**src/rtl/int_alu_pkg.sv**
```systemverilog
package int_alu_pkg;
  localparam int unsigned DATA_W = 32;
  localparam int unsigned IMM_W  = 16;
  localparam int unsigned OP_W   = 4;

  typedef enum logic [OP_W-1:0] {
    OP_ADD = 4'd0,
    OP_SUB = 4'd1,
    OP_AND = 4'd2,
    OP_OR  = 4'd3,
    OP_XOR = 4'd4,
    OP_SHL = 4'd5,
    OP_SHR = 4'd6,
    OP_SHA = 4'd7,
    OP_UPI = 4'd8,
    OP_CLT = 4'd9,
    OP_CGT = 4'd10,
    OP_CLE = 4'd11,
    OP_CGE = 4'd12,
    OP_CEQ = 4'd13,
    OP_CNE = 4'd14,
    OP_NUL = 4'd15
  } alu_op_e;

  function automatic logic is_logic_op(alu_op_e op);
    return (op == OP_AND) || (op == OP_OR) || (op == OP_XOR);
  endfunction

  function automatic logic is_cmp_op(alu_op_e op);
    return (op >= OP_CLT) && (op <= OP_CNE);
  endfunction
endpackage

```
**src/rtl/int_alu_opnd.sv**
```systemverilog
module int_alu_opnd
  import int_alu_pkg::*;
#(
  parameter int unsigned W  = 32,
  parameter int unsigned IW = 16
) (
  input  alu_op_e       op,
  input  logic          use_imm,
  input  logic [W-1:0]  reg_b,
  input  logic [IW-1:0] imm,
  output logic [W-1:0]  b_eff
);
  localparam int unsigned PAD = W - IW;

  logic [W-1:0] imm_zx;
  logic [W-1:0] imm_sx;

  always_comb begin
    imm_zx = {{PAD{1'b0}}, imm};
    imm_sx = {{PAD{imm[IW-1]}}, imm};
    if (!use_imm)
      b_eff = reg_b;
    else if (is_logic_op(op))
      b_eff = imm_zx;
    else
      b_eff = imm_sx;
  end
endmodule

```
**src/rtl/int_alu_addsub.sv**
```systemverilog
module int_alu_addsub #(
  parameter int unsigned W = 32
) (
  input  logic         sub,
  input  logic [W-1:0] a,
  input  logic [W-1:0] b,
  output logic [W-1:0] sum,
  output logic         sgn_ovf
);
  logic [W-1:0] b_x;

  always_comb begin
    b_x     = sub ? ~b : b;
    sum     = a + b_x + {{(W-1){1'b0}}, sub};
    sgn_ovf = (a[W-1] == b_x[W-1]) && (sum[W-1] != a[W-1]);
  end
endmodule

```
**src/rtl/int_alu_shift.sv**
```systemverilog
module int_alu_shift #(
  parameter int unsigned W = 32
) (
  input  logic                 go_left,
  input  logic                 arith,
  input  logic [W-1:0]         a,
  input  logic [$clog2(W)-1:0] amt,
  output logic [W-1:0]         y
);
  localparam int unsigned SW = $clog2(W);

  logic [W-1:0] stg [0:SW];
  logic         fill;

  assign fill   = arith && !go_left && a[W-1];
  assign stg[0] = a;

  for (genvar s = 0; s < SW; s++) begin : g_stage
    localparam int unsigned DIST = 1 << s;
    logic [W-1:0] shl;
    logic [W-1:0] shr;
    always_comb begin
      shl = stg[s] << DIST;
      shr = (stg[s] >> DIST) | (fill ? ~({W{1'b1}} >> DIST) : {W{1'b0}});
    end
    assign stg[s+1] = amt[s] ? (go_left ? shl : shr) : stg[s];
  end

  assign y = stg[SW];
endmodule

```
**src/rtl/int_alu_cmp.sv**
```systemverilog
module int_alu_cmp
  import int_alu_pkg::*;
#(
  parameter int unsigned W = 32
) (
  input  alu_op_e      op,
  input  logic [W-1:0] a,
  input  logic [W-1:0] b,
  output logic         hit
);
  logic lt;
  logic eq;

  always_comb begin
    lt = $signed(a) < $signed(b);
    eq = (a == b);
    unique case (op)
      OP_CLT:  hit = lt;
      OP_CGT:  hit = !lt && !eq;
      OP_CLE:  hit = lt || eq;
      OP_CGE:  hit = !lt;
      OP_CEQ:  hit = eq;
      OP_CNE:  hit = !eq;
      default: hit = 1'b0;
    endcase
  end
endmodule

```
**src/rtl/int_alu_trap.sv**
```systemverilog
module int_alu_trap
  import int_alu_pkg::*;
#(
  parameter int unsigned W  = DATA_W,
  parameter int unsigned IW = IMM_W
) (
  input  logic          in_valid,
  output logic          in_ready,
  input  logic [3:0]    op_code,
  input  logic          is_unsigned,
  input  logic          use_imm,
  input  logic [W-1:0]  op_a,
  input  logic [W-1:0]  op_b,
  input  logic [IW-1:0] imm,
  output logic          out_valid,
  input  logic          out_ready,
  output logic [W-1:0]  result,
  output logic          ovf_trap
);
  localparam int unsigned SW  = $clog2(W);
  localparam int unsigned LOW = W - IW;

  alu_op_e      op;
  logic [W-1:0] b_eff;
  logic [W-1:0] as_sum;
  logic         as_ovf;
  logic [W-1:0] sh_y;
  logic         cmp_hit;

  assign op        = alu_op_e'(op_code);
  assign out_valid = in_valid;
  assign in_ready  = out_ready;

  int_alu_opnd #(.W(W), .IW(IW)) u_opnd (
    .op(op), .use_imm(use_imm), .reg_b(op_b), .imm(imm), .b_eff(b_eff)
  );

  int_alu_addsub #(.W(W)) u_addsub (
    .sub(op == OP_SUB), .a(op_a), .b(b_eff), .sum(as_sum), .sgn_ovf(as_ovf)
  );

  int_alu_shift #(.W(W)) u_shift (
    .go_left(op == OP_SHL), .arith(op == OP_SHA), .a(op_a),
    .amt(b_eff[SW-1:0]), .y(sh_y)
  );

  int_alu_cmp #(.W(W)) u_cmp (
    .op(op), .a(op_a), .b(b_eff), .hit(cmp_hit)
  );

  always_comb begin
    ovf_trap = 1'b0;
    unique case (op)
      OP_ADD, OP_SUB: begin
        result   = as_sum;
        ovf_trap = as_ovf && !is_unsigned;
      end
      OP_AND:                 result = op_a & b_eff;
      OP_OR:                  result = op_a | b_eff;
      OP_XOR:                 result = op_a ^ b_eff;
      OP_SHL, OP_SHR, OP_SHA: result = sh_y;
      OP_UPI:                 result = {imm, {LOW{1'b0}}};
      OP_CLT, OP_CGT, OP_CLE, OP_CGE, OP_CEQ, OP_CNE:
                              result = {{(W-1){1'b0}}, cmp_hit};
      default:                result = {W{1'b0}};
    endcase
  end
endmodule


```
**config.mk**
```make
export PLATFORM = sky130hd
export DESIGN_NAME = int_alu_trap
export DESIGN_NICKNAME = d
export VERILOG_FILES = /design/src/rtl/int_alu_pkg.sv /design/src/rtl/int_alu_opnd.sv /design/src/rtl/int_alu_addsub.sv /design/src/rtl/int_alu_shift.sv /design/src/rtl/int_alu_cmp.sv /design/src/rtl/int_alu_trap.sv
export SDC_FILE = /design/constraint.sdc
export NUM_CORES = 1
export LEC_CHECK = 0
export BUFFER_PORTS_ARGS = -buffer_cell sky130_fd_sc_hd__buf_2
export CAP_MARGIN = 30
export CORE_ASPECT_RATIO = 1.1
export CORE_MARGIN = 1.5
export CORE_UTILIZATION = 60
export DETAILED_ROUTE_END_ITERATION = 16
export PLACE_DENSITY_LB_ADDON = 0.3
export SETUP_SLACK_MARGIN = 0.5
export SLEW_MARGIN = 10
export SYNTH_ARGS = -nofsm -noshare
export SYNTH_HDL_FRONTEND = slang
export SYNTH_HIERARCHICAL = 1
export SYNTH_SLANG_ARGS = --single-unit
export TNS_END_PERCENT = 20
```
**constraint.sdc**
```tcl
create_clock -name vclk -period 14.4
set_clock_uncertainty 0.2 [all_clocks]
set_input_delay 2.88 -clock vclk [all_inputs]
set_output_delay 2.88 -clock vclk [all_outputs]
set_load 0.03 [all_outputs]
```
==> results.json, run 1 <==
{
  "status": "finished clean",
  "seqCellArea_um2": 0,
  "grt_util_all_layers_pct": 44.84,
  "gr-total-overflow": 0,
  "hold_buffers": 0,
  "cp_data_required_time_ns": 11.32,
  "layout-area-overhead-vs-synth_pct": 3.767,
  "peakVddDrop_mv": 0.03530,
  "drc": 0,
  "maxSlewViolCount": 0,
  "hold_path_startpoint": "out_ready",
  "hold_class": "in -> out",
  "layout-drive-gt1-share_pct": 18.05,
  "crit_start": "op_code[2]",
  "fmax_mhz": 87.31,
  "initial_utilization_pct": 61.63,
  "p_leak_uw": 0.004680,
  "place.port_buffers": 119,
  "synth_warnings": 6,
  "synthDistinctLibCells": 101,
  "dr.pass1.iters": 9,
  "syn-num-nets": 1632,
  "stdcell_count": 1650,
  "powerDensity_nw_per_um2": 53.41,
  "setup_viol_count_final": 0,
  "num_vias": 12090,
  "post-dp-hpwl_um": 31530,
  "synth_area_um2": 10160,
  "grt_pass1_wl_um": 62630,
  "synth_top_family_by_area": "compound AO/OA/AOI/OAI gates",
  "final_hold_viol_count": 0,
  "dpl.cell_count": 1649,
  "final_cell_mix": "126 x ha_1, 124 x inv_1, 120 x buf_2",
  "wirelength_um": 41640,
  "die-area_um2": 17730,
  "post_cts_buffers": 0,
  "diodes": 0,
  "cap_viol_max_count": 0,
  "arrival_ns": 8.37,
  "synthAdderAreaFrac_pct": 15.71,
  "pin_count": 123,
  "setup.worst_path.end_class": "output port",
  "netlist_instances": 1417,
  "core_um2": 16490,
  "yosysSeqAreaShare_pct": 0,
  "drtIter0Drc": 1907,
  "wl_per_cell_um": 25.24,
  "clockBufferCount": 0,
  "cts_resized": 0,
  "seq_cell_count": 0,
  "period_minus_slack_ns": 11.45,
  "syn_area_per_cell_um2": 7.173,
  "dieHeight_um": 139.5,
  "worstMarginPinSlew_ns": 1.013,
  "final_common_cell": "ha_1",
  "synth_xor_area_share_pct": 5.084,
  "antenna_found_initial": 0,
  "place.gp.congestion": 1.052,
  "final_nets": 1663,
  "vias_per_cell": 7.328,
  "grt_max_degree": 55,
  "grt_pass1_vias": 10860,
  "setup.worst_path.class": "in -> out",
  "muxShareOfSynthArea_pct": 16.20,
  "path_max_fanout": 54,
  "rsz0062_at_grt": "false",
  "tns_ns": 0,
  "synth_compound_gate_area_share_pct": 32.89,
  "post-route-period-util_pct": 79.54,
  "slew_headroom_pct": 32.19,
  "design_area_um2": 10550,
  "place_area_um2": 10540,
  "rows": 49,
  "antenna_left": 0,
  "cp-start-kind": "input port",
  "fp.dieW_um": 127.1,
  "synthSimpleGateAreaFrac_pct": 19.56
}
-- critical path, stage by stage --
cell and delay, ns:
buf_2 0.73, nor2b_1 0.78, and3_4 0.63, buf_4 0.57, mux2i_1 0.29, o22ai_1 0.14
nor2_1 0.51, o21ai_0 0.19, o31ai_1 0.59, o22ai_1 0.31, a32oi_1 0.31, o221ai_1 0.16
buf_2 0.23
-- cell families (layout without fill, tap and decap cells) --
logic type	after synthesis	after routing
AOI/OAI and AO/OA	464	464
xor gates and xnor gates	59	59
adders and majority gates	127	127
buffers and inverters	234	263
muxes	130	130
and+or+nand+nor	403	403
-- routing by layer --
metal  wire length (um)  global-route usage [%]  vias up
met5                  0                       0        -
met3               4395                   6.421      186
met4               2531                   21.77        0
met1              16160                   58.29     5657
met2              18550                   72.60      897
li1                   -                       -     5352
-- where the power goes --
part           switching, uW  internal [uW]
Clock                      0              0
Combinational            365            199
Sequential                 0              0
Total                    365            199
-- area by class of cell --
class | count | area, um2
multi-input combinational | 1183 | 9097
fill | 1570 | 5946
tap | 204 | 255.2
inverter | 128 | 480.5
timing repair buffer | 135 | 713.2
-- through the flow --
stage / utilization, % / setup slack [ns] / total power (uW) / hold slack, ns
3_3_place_gp: 63.92 / 3.397 / 532.7 / 5.560
4_1_cts: 63.92 / 3.334 / 540.5 / 5.560
3_5_place_dp: 63.92 / 3.344 / 538.7 / 5.560
5_1_grt: 63.95 / 2.847 / 594.7 / 5.560
2_1_floorplan: - / 4.277 / 383.7 / 5.692
6_report: 63.95 / 2.946 / 563.3 / 5.560
-- worst paths after layout --
path / end / cells after the start
setup / recovery: result[6] / 13
hold / removal: in_ready / 0
-- cells in the mapped netlist, types with 23 or more instances --
cell	count	area [um2]
nand3_1	29	145.1
a21oi_1	90	450.4
mux2i_1	48	480.5
nand2_1	112	420.4
nand2b_1	29	181.4
nor3_1	23	115.1
mux2_2	51	574.3
xor2_1	43	376.6
buf_2	29	145.1
inv_1	124	465.5
a211oi_1	44	330.3
o21ai_0	72	360.4
nor2_1	117	439.2
ha_1	126	1577
clkbuf_1	42	157.7
No activity file was read; power rests on OpenSTA's default activity.
==> run 2, diff against run 1 <==
Settings changed: CORE_UTILIZATION 60 to 57.
Clock period 14.4 ns to 9.55 ns, I/O delays scaled along.
==> run 2 against run 1 <==
Against the previous run:
- count of clock-buffer cells in the layout did not move
- setup slack worse by 2.1 ns
- non-clock buffer count grew 17
- critical path depth is 3 higher
- final cell count rose by 3.1%
==> results.json, run 2 (synthesis results as in run 1) <==
{
  "status": "finished clean",
  "cap_viol_max_count": 0,
  "powerDensity_nw_per_um2": 80.85,
  "wl_per_cell_um": 25.39,
  "initial_utilization_pct": 57.71,
  "final_hold_viol_count": 0,
  "final_cell_mix": "126 x ha_1, 124 x inv_1, 120 x buf_2",
  "gr-total-overflow": 0,
  "place.port_buffers": 119,
  "antenna_left": 0,
  "dieHeight_um": 143.1,
  "rows": 51,
  "drtIter0Drc": 1784,
  "setup_viol_count_final": 0,
  "post-route-period-util_pct": 90.96,
  "cts_resized": 0,
  "dr.pass1.iters": 7,
  "fmax_mhz": 115.1,
  "die-area_um2": 18640,
  "grt_util_all_layers_pct": 45.43,
  "diodes": 0,
  "place.gp.congestion": 1.052,
  "p_leak_uw": 0.004764,
  "setup.worst_path.class": "in -> out",
  "period_minus_slack_ns": 8.687,
  "dpl.cell_count": 1698,
  "finalWorstSetupSlack_ns": 0.8632,
  "crit_start": "use_imm",
  "layout-drive-gt1-share_pct": 19.00,
  "drc": 0,
  "cp_data_required_time_ns": 7.44,
  "seqCellArea_um2": 0,
  "peakVddDrop_mv": 0.04460,
  "wirelength_um": 43190,
  "arrival_ns": 6.58,
  "cp-start-kind": "input port",
  "seq_cell_count": 0,
  "post-dp-hpwl_um": 33180,
  "grt_pass1_wl_um": 64540,
  "rsz0062_at_grt": "false",
  "grt_max_degree": 74,
  "post_cts_buffers": 0,
  "grt_pass1_vias": 10830,
  "hold_class": "in -> out",
  "hold_path_startpoint": "out_ready",
  "postLayoutCoreUtil_pct": 60.86,
  "vias_per_cell": 7.115,
  "clockBufferCount": 0,
  "worstMarginPinSlew_ns": 1.015,
  "maxSlewViolCount": 0,
  "num_vias": 12100,
  "final_common_cell": "ha_1",
  "core_um2": 17610,
  "tns_ns": 0,
  "setup.worst_path.end_class": "output port",
  "hold_buffers": 0,
  "path_max_fanout": 34,
  "slew_headroom_pct": 31.73,
  "layout-area-overhead-vs-synth_pct": 5.454,
  "antenna_found_initial": 0,
  "fp.dieW_um": 130.3,
  "pin_count": 123,
  "stdcell_count": 1701,
  "final_nets": 1680,
  "pre_cts_ws_ns": 0.9874
}
run 2: cell types whose count changed in the layout (fill, tap and decap cells not counted):
cell / previous run / this run
clkbuf_2: 0 / 1
buf_4: 15 / 30
buf_6: 0 / 1
run 2: final timing paths:
check                        end  slack [ns]  cells past startpoint
worst max-delay path  result[24]        0.86                     16
worst min-delay path    in_ready        3.62                      0
run 2: critical path: stages:
cell and delay [ns]:
buf_2 0.51, nand3_1 0.69, o311ai_0 0.50, buf_4 0.25
xor2_1 0.16, ha_1 0.33, a21oi_1 0.22, o21ai_0 0.19
or3_1 0.37, o21ai_1 0.35, o31ai_1 0.17, xor2_1 0.27
a32oi_1 0.10, o22a_1 0.25, o21ai_0 0.07, buf_2 0.23
run 2: where the power goes:
group / internal, uW / total [uW] / switching (uW)
combinational: 305 / 867 / 561
clock: 0 / 0 / 0
sequential: 0 / 0 / 0
run 2: stage by stage:
stage / hold slack [ns] / cell area (um2) / total power, uW
finish: 3.620 / 10720 / 866.5
global route: 3.620 / 10720 / 916.2
CTS: 3.620 / 10700 / 828.9
detailed placement: 3.620 / 10700 / 825.5
global placement: 3.620 / 10690 / 819.8
floorplan: 3.752 / 10160 / 578.5
run 2: cell type report:
cell class / count / area (um2)
tap: 238 / 297.8
inverter: 128 / 480.5
multi-input combinational: 1183 / 9097
fill: 1737 / 6894
timing repair buffer: 152 / 842.1
run 2: routing by layer:
layer  part of all wire (%)  vias to the layer above  track usage [%]
li1                       -                     5385                -
met1                     38                     5690            57.55
met2                     45                      844            71.00
met3                     10                      184            9.367
met4                    6.6                        0            25.91
met5                      0                        -                0
==> run 3, diff against run 2 <==
Settings changed: CORE_UTILIZATION 57 to 60, SETUP_SLACK_MARGIN 0.5 to not set.
Clock period 9.55 ns to 8.9 ns, I/O delays scaled along.
==> run 3 against run 2 <==
Against the previous run:
- sequential share of layout area unchanged
- highest routed layer unchanged
- critical path depth down 4
- via count down 0.75%
- non-clock buffer count down 6
- global-route usage down 1.1 points
- final cell count down 2.3%
==> results.json, run 3 (synthesis results as in run 1) <==
{
  "postLayoutCoreUtil_pct": 64.54,
  "crit_start": "op_code[1]",
  "die-area_um2": 17730,
  "tns_ns": 0,
  "fillers": 1550,
  "max_stage_delay_ns": 0.86,
  "min_to": "in_ready",
  "clockBufferCount": 0,
  "grt_pass1_wl_um": 62090,
  "post-dp-hpwl_um": 31360,
  "wirelength_um": 41240,
  "antenna_found_initial": 0,
  "antenna_left": 0,
  "layout-area-overhead-vs-synth_pct": 4.728,
  "path_cells": "buf_2 -> clkinv_1 -> and3_4 -> buf_12 -> nor2_1 -> a32oi_1 -> and3_1 -> a311oi_1 -> a32oi_1 -> o22a_1 -> o21ai_0 -> buf_2",
  "cp_data_required_time_ns": 6.92,
  "path_max_fanout": 62,
  "rsz0062_at_grt": "false",
  "final_cell_mix": "126 x ha_1, 124 x inv_1, 119 x buf_2",
  "place_area_um2": 10640,
  "place.port_buffers": 119,
  "arrival_ns": 6.23,
  "initial_utilization_pct": 61.63,
  "slowest_stage": "nor2_1",
  "drtIter0Drc": 1585,
  "grt_pass1_vias": 10990,
  "hold_class": "in -> out",
  "cts_resized": 0,
  "setup.worst_path.class": "in -> out",
  "hold_buffers": 0,
  "dieHeight_um": 139.5,
  "rows": 49,
  "cap_viol_max_count": 0,
  "post_cts_buffers": 0,
  "layout-drive-gt1-share_pct": 18.67,
  "seqCellArea_um2": 0,
  "design_area_um2": 10640,
  "final_nets": 1674,
  "cp-start-kind": "input port",
  "final_common_cell": "ha_1",
  "dr.pass1.iters": 7,
  "slew_headroom_pct": 27.14,
  "setup_viol_count_final": 0,
  "fmax_mhz": 121.8,
  "maxSlewViolCount": 0,
  "place.gp.congestion": 1.052,
  "fp.dieW_um": 127.1,
  "post-route-period-util_pct": 92.26,
  "final_hold_viol_count": 0,
  "setup.worst_path.end_class": "output port",
  "worst-path-buf-inv": 4,
  "grt_max_degree": 63,
  "core_um2": 16490,
  "pin_count": 123,
  "grt_util_all_layers_pct": 44.35,
  "vias_per_cell": 7.227,
  "status": "finished clean",
  "wl_per_cell_um": 24.81,
  "num_vias": 12010,
  "stdcell_count": 1662,
  "worstMarginPinSlew_ns": 1.089,
  "drc": 0,
  "dpl.cell_count": 1660,
  "seq_cell_count": 0,
  "hold_path_startpoint": "out_ready",
  "gr-total-overflow": 0,
  "cp_top_family": "simple AND/OR/NAND/NOR gates",
  "hold_depth": 0,
  "period_minus_slack_ns": 8.211
}
## run 3: cell types whose count changed in the layout (fill, tap and decap cells not counted)
cell	delta
diode_2	+1
buf_12	+1
buf_6	-1
buf_4	-5
buf_2	-1
## run 3: layer usage
| metal | wire length (um) | GRT usage (%) |
|---|---|---|
| met3 | 4680 | 9.958 |
| met5 | 0 | 0 |
| met1 | 15360 | 54.75 |
| met2 | 18430 | 70.57 |
| met4 | 2772 | 25.96 |
## run 3: how the worst max path moves through the flow
stage                             to  slack (ns)  cells past startpoint
final                     result[27]        0.69                     12
after global routing      result[26]        0.38                     16
after CTS                 result[26]        0.85                     15
after detailed placement  result[26]        0.89                     16
after global placement    result[26]        1.01                     16
after floorplan           result[26]        0.98                     17
## run 3: stage by stage
step | hold WS [ns] | setup WS [ns]
5_1_grt | 3.360 | 0.3846
3_3_place_gp | 3.360 | 1.005
2_1_floorplan | 3.492 | 0.9765
6_report | 3.360 | 0.6886
4_1_cts | 3.360 | 0.8545
3_5_place_dp | 3.360 | 0.8950
## run 3: final cells by class
cell class         count  area (um2)  share of cell area (%)
repair buffers       146       808.3                   7.594
well taps            204       255.2                   2.398
inverters            128       480.5                   4.514
multi-input cells   1183        9097                   85.47
diodes                 1       2.502                 0.02351
